### src/rtl/abus_pkg.sv
package abus_pkg;

    localparam int KIND_W    = 3;
    localparam int NUM_KINDS = 5;

    localparam logic [KIND_W-1:0] K_MEM_RD  = 3'd0;
    localparam logic [KIND_W-1:0] K_MEM_WR  = 3'd1;
    localparam logic [KIND_W-1:0] K_IO_RD   = 3'd2;
    localparam logic [KIND_W-1:0] K_IO_WR   = 3'd3;
    localparam logic [KIND_W-1:0] K_INT_ACK = 3'd4;

    typedef enum logic [1:0] {
        PH_IDLE = 2'd0,
        PH_ADDR = 2'd1,
        PH_CMD  = 2'd2,
        PH_END  = 2'd3
    } phase_e;

    function automatic logic kind_legal(input logic [KIND_W-1:0] k);
        return k < KIND_W'(NUM_KINDS);
    endfunction

    function automatic logic kind_writes(input logic [KIND_W-1:0] k);
        return (k == K_MEM_WR) || (k == K_IO_WR);
    endfunction

    function automatic logic kind_reads(input logic [KIND_W-1:0] k);
        return (k == K_MEM_RD) || (k == K_IO_RD) || (k == K_INT_ACK);
    endfunction

endpackage

### src/rtl/abus_sync.sv
module abus_sync #(
    parameter int STAGES = 2
) (
    input  logic clk,
    input  logic rst_n,
    input  logic async_in,
    output logic sync_out
);
    localparam int LAST = STAGES - 1;

    logic [LAST:0] chain_d, chain_q;

    generate
        if (STAGES == 1) begin : g_single
            always_comb chain_d = async_in;
        end else begin : g_multi
            always_comb chain_d = {chain_q[LAST-1:0], async_in};
        end
    endgenerate

    always_ff @(posedge clk or negedge rst_n) begin
        if (!rst_n) chain_q <= '0;
        else        chain_q <= chain_d;
    end

    assign sync_out = chain_q[LAST];
endmodule

### src/rtl/abus_strobe_dec.sv
module abus_strobe_dec
    import abus_pkg::*;
(
    input  logic              active,
    input  logic [KIND_W-1:0] kind,
    output logic [NUM_KINDS-1:0] strobe_n
);
    generate
        for (genvar i = 0; i < NUM_KINDS; i++) begin : g_line
            localparam logic [KIND_W-1:0] CODE = KIND_W'(i);
            assign strobe_n[i] = !(active && (kind == CODE));
        end
    endgenerate
endmodule

### src/rtl/abus_watchdog.sv
module abus_watchdog #(
    parameter int CNT_W = 16
) (
    input  logic             clk,
    input  logic             rst_n,
    input  logic             run,
    input  logic [CNT_W-1:0] limit,
    output logic             expire
);
    localparam int EXT_W = CNT_W + 1;

    logic [CNT_W-1:0] cnt_d, cnt_q;
    logic [EXT_W-1:0] next_ext;

    always_comb begin
        next_ext = {1'b0, cnt_q} + EXT_W'(1);
        cnt_d    = run ? next_ext[CNT_W-1:0] : '0;
        expire   = run && (next_ext >= {1'b0, limit});
    end

    always_ff @(posedge clk or negedge rst_n) begin
        if (!rst_n) cnt_q <= '0;
        else        cnt_q <= cnt_d;
    end
endmodule

### src/rtl/abus_cycle_ctrl.sv
module abus_cycle_ctrl
    import abus_pkg::*;
#(
    parameter int ADDR_W      = 20,
    parameter int DATA_W      = 16,
    parameter int TMO_W       = 16,
    parameter int SYNC_STAGES = 2
) (
    input  logic              clk,
    input  logic              rst_n,
    input  logic              req_valid,
    input  logic [2:0]        req_kind,
    input  logic [ADDR_W-1:0] req_addr,
    input  logic [DATA_W-1:0] req_wdata,
    input  logic [TMO_W-1:0]  tmo_limit,
    output logic              req_busy,
    output logic              cyc_done,
    output logic              cyc_err,
    output logic [DATA_W-1:0] rd_data,
    output logic [ADDR_W-1:0] bus_addr,
    output logic              bus_ale,
    output logic              bus_den,
    output logic [DATA_W-1:0] bus_wdata,
    output logic              bus_wdata_oe,
    input  logic [DATA_W-1:0] bus_rdata,
    input  logic              bus_ready,
    output logic              mem_rd_n,
    output logic              mem_wr_n,
    output logic              io_rd_n,
    output logic              io_wr_n,
    output logic              inta_n
);
    typedef struct packed {
        phase_e             ph;
        logic [KIND_W-1:0]  kind;
        logic [ADDR_W-1:0]  addr;
        logic [DATA_W-1:0]  wdata;
        logic [DATA_W-1:0]  rdata;
        logic               fail;
    } ctl_t;

    ctl_t ctl_d, ctl_q;

    logic ready_s;
    logic wd_expire;
    logic in_cmd;
    logic [NUM_KINDS-1:0] strobe_n;

    abus_sync #(.STAGES(SYNC_STAGES)) u_rdy_sync (
        .clk      (clk),
        .rst_n    (rst_n),
        .async_in (bus_ready),
        .sync_out (ready_s)
    );

    assign in_cmd = (ctl_q.ph == PH_CMD);

    abus_watchdog #(.CNT_W(TMO_W)) u_wdog (
        .clk    (clk),
        .rst_n  (rst_n),
        .run    (in_cmd),
        .limit  (tmo_limit),
        .expire (wd_expire)
    );

    abus_strobe_dec u_dec (
        .active   (in_cmd),
        .kind     (ctl_q.kind),
        .strobe_n (strobe_n)
    );

    always_comb begin
        ctl_d = ctl_q;
        case (ctl_q.ph)
            PH_IDLE: begin
                if (req_valid && kind_legal(req_kind)) begin
                    ctl_d.ph    = PH_ADDR;
                    ctl_d.kind  = req_kind;
                    ctl_d.addr  = req_addr;
                    ctl_d.wdata = req_wdata;
                    ctl_d.fail  = 1'b0;
                end
            end
            PH_ADDR: ctl_d.ph = PH_CMD;
            PH_CMD: begin
                if (ready_s) begin
                    ctl_d.ph   = PH_END;
                    ctl_d.fail = 1'b0;
                    if (kind_reads(ctl_q.kind)) ctl_d.rdata = bus_rdata;
                end else if (wd_expire) begin
                    ctl_d.ph   = PH_END;
                    ctl_d.fail = 1'b1;
                end
            end
            PH_END:  ctl_d.ph = PH_IDLE;
            default: ctl_d.ph = PH_IDLE;
        endcase
    end

    always_ff @(posedge clk or negedge rst_n) begin
        if (!rst_n) begin
            ctl_q.ph    <= PH_IDLE;
            ctl_q.kind  <= '0;
            ctl_q.addr  <= '0;
            ctl_q.wdata <= '0;
            ctl_q.rdata <= '0;
            ctl_q.fail  <= 1'b0;
        end else begin
            ctl_q <= ctl_d;
        end
    end

    assign req_busy     = (ctl_q.ph != PH_IDLE);
    assign cyc_done     = (ctl_q.ph == PH_END) && !ctl_q.fail;
    assign cyc_err      = (ctl_q.ph == PH_END) &&  ctl_q.fail;
    assign rd_data      = ctl_q.rdata;
    assign bus_addr     = ctl_q.addr;
    assign bus_ale      = (ctl_q.ph == PH_ADDR);
    assign bus_den      = in_cmd;
    assign bus_wdata    = ctl_q.wdata;
    assign bus_wdata_oe = in_cmd && kind_writes(ctl_q.kind);

    assign mem_rd_n = strobe_n[K_MEM_RD];
    assign mem_wr_n = strobe_n[K_MEM_WR];
    assign io_rd_n  = strobe_n[K_IO_RD];
    assign io_wr_n  = strobe_n[K_IO_WR];
    assign inta_n   = strobe_n[K_INT_ACK];
endmodule

### config.mk
export PLATFORM = sky130hd
export DESIGN_NAME = abus_cycle_ctrl
export DESIGN_NICKNAME = d
export VERILOG_FILES = /design/src/rtl/abus_pkg.sv /design/src/rtl/abus_sync.sv /design/src/rtl/abus_strobe_dec.sv /design/src/rtl/abus_watchdog.sv /design/src/rtl/abus_cycle_ctrl.sv
export SDC_FILE = /design/constraint.sdc
export NUM_CORES = 1
export LEC_CHECK = 0
export BUFFER_PORTS_ARGS = -buffer_cell sky130_fd_sc_hd__buf_2
export CAP_MARGIN = 20
export CORE_ASPECT_RATIO = 1.25
export CORE_MARGIN = 1.5
export CORE_UTILIZATION = 30
export CTS_CLUSTER_SIZE = 12
export DETAILED_ROUTE_END_ITERATION = 7
export GPL_ROUTABILITY_DRIVEN = 0
export MAX_ROUTING_LAYER = met4
export PLACE_DENSITY = 0.51
export SYNTH_ARGS = -nofsm -noshare
export SYNTH_HDL_FRONTEND = slang
export SYNTH_SLANG_ARGS = --single-unit
export TNS_END_PERCENT = 20
### constraint.sdc
create_clock -name clk -period 4.8 [get_ports clk]
set_clock_uncertainty 0.1 [all_clocks]
set_input_delay 0.24 -clock clk [delete_from_list [all_inputs] [get_ports clk]]
set_output_delay 0.24 -clock clk [all_outputs]
set_load 0.01 [all_outputs]
Word-level counts from Yosys, hierarchy flattened
Index checks and enable logic that the tools add are counted.

Bits of input ports: 75. Output and inout bits: 63. Register bits: 76.

Mux-type cells: 9. Equal/unequal tests: 9. Magnitude comparators: 2. Add/sub/neg operators: 1. Reduce and logical (&&, ||, !) cells: 27.

Operator list (count): 41-bit two-way mux (1); 16-bit by 1-bit adder with 17-bit output (second input constant) (1); 17-bit by 16-bit >= comparator with 1-bit output (1); 16-bit two-way mux (1); 1-bit logical AND (10); 2-bit one-hot mux with 4 select lines (1); 3-bit by 2-bit == test with 1-bit output (second input constant) (2); 1-bit logical NOT (6); 3-bit AND reduction (2); 2-bit == test (second input constant) (2); 2-bit two-way mux (2); 2-bit AND reduction (2); 2-bit nonzero test (2); 3-bit by 1-bit == test with 1-bit output (second input constant) (1); 3-bit == test (second input constant) (1); 3-bit logical NOT (1); 1-bit logical OR (3); 3-bit < comparator (second input constant) (1); 1-bit two-way mux (3); 3-bit by 1-bit != test with 1-bit output (second input constant) (1); 2-bit by 1-bit == test with 1-bit output (second input constant) (1); 2-bit logical NOT (1); 2-bit != test (second input constant) (1); 1-bit one-hot mux with 2 select lines (1).

Longest topological paths before layout
Word-level depth: 6. Depth in mapped cells: 12. Mapped depth without buffers: 12.

Modules after synthesis
From an unflattened synthesis, not the netlist that was laid out.

Cells, all modules: 345. Area total of the unflattened synthesis: 4236.6 um2.

By module, submodules not included: abus_cycle_ctrl (area an instance 2935.3 um2, seq. area each 1451.4 um2, cells an instance 209, times used 1); abus_watchdog (area an instance 1198.6 um2, seq. area each 400.4 um2, cells an instance 129, times used 1); abus_strobe_dec (area an instance 52.6 um2, seq. area each 0.0 um2, cells an instance 5, times used 1); abus_sync (area an instance 50.0 um2, seq. area each 50.0 um2, cells an instance 2, times used 1).

Worst setup path before layout
Ideal clock, no wire load.

Path type: register to register. From: reg u_wdog.cnt_q[6]. To: reg ctl_q[57] (netlist bit). Cell stages (with the launch flop): 13. Arrival time: 2.572 ns. Required time: 4.572 ns. Library setup time: 0.128 ns. Setup slack: 2.001 ns. Buffers on the path: 0. Period minus slack after synthesis: 2.799 ns. Path through: dfrtp_1 -> and4_1 -> and3_4 -> nand3_1 -> nor2_1 -> xor2_1 -> ha_1 -> nand3_1 -> or3_1 -> nor2_1 -> a211oi_2 -> a22oi_4 -> mux2_1.

Cells in the longest elaborated chain, start to end: 5.

RTL lines: start, declared (RTL line abus_watchdog.sv:12) `logic [CNT_W-1:0] cnt_d, cnt_q;`; start signal, assigned (RTL line abus_watchdog.sv:23) `else cnt_q <= cnt_d;`; 16-bit by 1-bit adder with 17-bit output (RTL line abus_watchdog.sv:16) `next_ext = {1'b0, cnt_q} + EXT_W'(1);`; 17-bit by 16-bit >= comparator with 1-bit output (RTL line abus_watchdog.sv:18) `expire = run && (next_ext >= {1'b0, limit});`; 1-bit logical AND (RTL line abus_watchdog.sv:18); 3-bit by 1-bit != test with 1-bit output (no line); 2-bit AND reduction (no line); end signal, assigned (RTL line abus_cycle_ctrl.sv:109) `ctl_q <= ctl_d;`; end, declared (RTL line abus_cycle_ctrl.sv:42) `ctl_t ctl_d, ctl_q;`.

Every way passes these cells. A chain may end at the register's enable or synchronous reset.

Worst setup path in the final report
From: reg u_wdog.cnt_q[2]. To: reg ctl_q[57] (netlist bit).

Same word-level chain as after synthesis.

==> impl_metrics.sql <==
INSERT INTO impl_metrics (metric_group, metric, value, unit) VALUES
('outcome', 'run_status', 'complete, no violations', ''),
('critical_path', 'critPathTopFamily', 'simple AND/OR/NAND/NOR gates', ''),
('critical_path', 'critical_path.most_common_cell', 'nand3_1', ''),
('cts', 'ctsHtreeMaxLevel', '3', ''),
('global_routing', 'grt_remaining_overflow', '0', ''),
('pwr', 'total_leakage_power', '2.45', 'nW'),
('cts', 'worst_skew_pair.late_latency', '330', 'ps'),
('synthesis', 'yosysWarningCount', '0', ''),
('routing', 'routedWlPerCell', '12.8', 'um'),
('routing', 'route.vias.total', '2540', ''),
('routing', 'route.detailed.drc', '0', ''),
('pwr', 'share_comb_of_total_power', '34.3', '%'),
('global_routing', 'vias_in_the_first_global_route', '2710', ''),
('job', 'max_cap_viol_count', '0', ''),
('routing', 'vias_per_cell', '4.25', ''),
('synthesis', 'synth_edf_count', '0', ''),
('synthesis', 'synth_seq_area_share', '48.1', '%'),
('timing', 'hold_viol', '0', ''),
('place', 'place_hpwl', '5.59', 'mm'),
('cts', 'clock_sinks', '76', ''),
('timing', 'unrepaired_setup_endpoints_after_global_routing', 'no', ''),
('pwr', 'net_switching_power_of_the_design', '842', 'uW'),
('routing', 'drtPass1Iterations', '4', ''),
('critical_path', 'reg2reg_depth', '12', ''),
('synthesis', 'number_of_unique_standard_cell_types_used_by_synthesis', '36', ''),
('cts', 'holdBufCountCts', '1', ''),
('critical_path', 'crit_path_required_time', '4910', 'ps'),
('global_routing', 'gr-usage-all-layers', '11.9', '%'),
('cts', 'clockBufferDepth', '2', ''),
('routing', 'initialDrtViolationCount', '66', ''),
('pwr', 'power.share.clock', '27.1', '%'),
('cts', 'cts.root.buffer_cell', 'clkbuf_16', ''),
('timing', 'max_freq', '0.326', 'GHz'),
('cts', 'tritoncts_clock_tree', 'built', ''),
('critical_path', 'worstSetupEndpointType', 'register', ''),
('die', 'initial_utilization', '31.0', '%'),
('cts', 'cts_post_setup_buffers_inserted', '0', ''),
('timing', 'final.min_clock_period', '3070', 'ps'),
('critical_path', 'crit_path_top_delay_cell', 'dfrtp_1', ''),
('hold_path', 'worst_hold_startpoint', 'req_wdata[2]', ''),
('critical_path', 'critPathKind', 'register to register', ''),
('die', 'die-area', '13900', 'sq um'),
('cells_and_area', 'area_growth_syn_to_layout', '22.2', '%'),
('critical_path', 'cp.arrival', '3180', 'ps'),
('synthesis', 'netlist_instances', '331', ''),
('timing', 'timing_worst_slew_pin_value', '915', 'ps'),
('cells_and_area', 'post_route_cells_drive_above_1_share', '49.1', '%'),
('cts', 'clkTransAtPathRegs', '60', 'ps'),
('die', 'fp-row-count', '46', ''),
('timing', 'rel_slew_slack', '39.0', '%'),
('die', 'die_height', '131', 'um'),
('synthesis', 'syn_nets', '427', ''),
('hold_path', 'worstHoldPathType', 'input port to register', ''),
('global_routing', 'grt_antenna_before_repair', '1', ''),
('global_routing', 'first_pass_grt_wire_length', '12.7', 'mm'),
('timing', 'period_share', '64.0', '%'),
('critical_path', 'crit_path_start', 'u_wdog.cnt_q[2]$_DFF_PN0_', ''),
('cts', 'cts_inserted_buffers', '9', ''),
('cts', 'post_cts_resized', '0', ''),
('global_routing', 'grt_max_degree', '77', ''),
('cells_and_area', 'post-route-util', '37.8', '%'),
('critical_path', 'delay_of_the_slowest_cell_on_the_worst_path', '390', 'ps'),
('pwr', 'power.density_cell_area', '560', 'nW/um^2'),
('timing', 'finalSetupViolCount', '0', ''),
('cells_and_area', 'final.fill_count', '1285', ''),
('synthesis', 'dominantRegCellSynth', 'dfrtp_1', ''),
('synthesis', 'postSynthRegisterBits', '76', ''),
('place', 'placement.io_buffers', '137', ''),
('routing', 'postRouteWirelength', '7.63', 'mm'),
('pwr', 'intPower', '1.87', 'mW'),
('critical_path', 'worst-path-max-fanout', '4', '');
-- through the flow --
| step | cell area, sq um | hold WS (ps) | cells | worst slack (ps) | power, mW |
|---|---|---|---|---|---|
| 2_1_floorplan | 3960 | -156 | 331 | 2000 | 1.90 |
| 3_3_place_gp | 4440 | 246 | 577 | 1820 | 1.98 |
| 3_5_place_dp | 4440 | 249 | 577 | 1740 | 2.00 |
| 4_1_cts | 4770 | 7.79 | 593 | 1730 | 2.75 |
| 5_1_grt | 4830 | 17.0 | 597 | 1520 | 2.89 |
| 6_report | 4830 | 19.6 | 597 | 1730 | 2.71 |
-- kinds of logic (layout without fill, tap and decap cells) --
family / count (synthesis) / count (layout) / synth area share (%)
AO/OA/AOI/OAI: 20 / 20 / 3.98
XOR/XNOR: 14 / 14 / 3.10
adder cells (fa/ha/maj): 21 / 21 / 6.64
buffers and inverters: 78 / 175 / 12.5
flip-flops: 76 / 76 / 48.1
multiplexers: 56 / 56 / 15.9
other: 0 / 1 / 0
AND/OR/NAND/NOR: 66 / 66 / 9.74
-- synthesized netlist by cell type, types with 3 or more instances --
cell type  count  area (sq um)
dfrtp_1       76          1900
buf_4         53           398
mux2_2        48           541
ha_1          21           263
inv_1         18          67.6
and2_1        16           100
nand2_1       12          45.0
nand3_1       11          55.1
xnor2_1       10          87.6
mux2_1         8          90.1
a21oi_1        6          30.0
nor2_1         5          18.8
clkbuf_1       4          15.0
nand2b_1       4          25.0
xor2_1         4          35.0
a21o_1         3          22.5
and3_1         3          18.8
buf_2          3          15.0
nor2b_1        3          18.8
or3_1          3          18.8
-- layout make-up --
class | instances | area [sq um] | area share, %
well taps | 168 | 210 | 4.35
flip-flops and latches | 76 | 1900 | 39.3
multi-input cells | 177 | 1560 | 32.3
diodes | 1 | 2.50 | 0.0518
clock buffers | 11 | 253 | 5.23
clock inverters | 4 | 72.6 | 1.50
repair buffers | 142 | 763 | 15.8
inverters | 18 | 67.6 | 1.40
-- flip-flops by register name (all words and copies together) (netlist names) --
| name | cells |
|---|---|
| bus_addr | 20 |
| bus_wdata | 16 |
| ctl_q | 6 |
| rd_data | 16 |
| u_rdy_sync.chain_q | 2 |
| u_wdog.cnt_q | 16 |
-- worst max path at each step --
stage / end / slack (ps) / cells past startpoint
global route: ctl_q[57]$_DFFE_PN0P_ / 1520 / 12
floorplan: ctl_q[57]$_DFFE_PN0P_ / 2000 / 12
detailed placement: ctl_q[57]$_DFFE_PN0P_ / 1740 / 11
CTS: ctl_q[57]$_DFFE_PN0P_ / 1730 / 12
global placement: ctl_q[57]$_DFFE_PN0P_ / 1820 / 12
finish: ctl_q[57]$_DFFE_PN0P_ / 1730 / 12
-- layout by cell type, fill, tap and decap left out, types with 4 or more instances in the layout --
cell type / count
nand3_1: 10
clkbuf_16: 9
mux2_1: 8
nand2b_1: 4
and2_1: 16
inv_1: 18
mux2_2: 48
xor2_1: 4
nand2_1: 12
a21oi_1: 6
ha_1: 21
dfrtp_1: 76
xnor2_1: 10
buf_2: 136
nor2_1: 5
-- routing by layer --
| layer | vias to the layer above | GRT usage [%] | share of wire (%) |
|---|---|---|---|
| met3 | 11 | 3.97 | 7.2 |
| met5 | - | - | 0 |
| li1 | 1244 | - | - |
| met1 | 1198 | 13.5 | 44 |
| met4 | 0 | 4.73 | 1.7 |
| met2 | 87 | 19.2 | 47 |
-- power by group through the flow --
stage	sequential, mW	combinational (mW)	clock (mW)
final	1.04	0.928	0.734
after CTS	1.05	0.945	0.762
after global placement	1.05	0.930	0
after detailed placement	1.05	0.941	0
after global routing	1.08	1.02	0.790
after floorplan	1.02	0.881	0
Power figures use the tool's default switching activity.
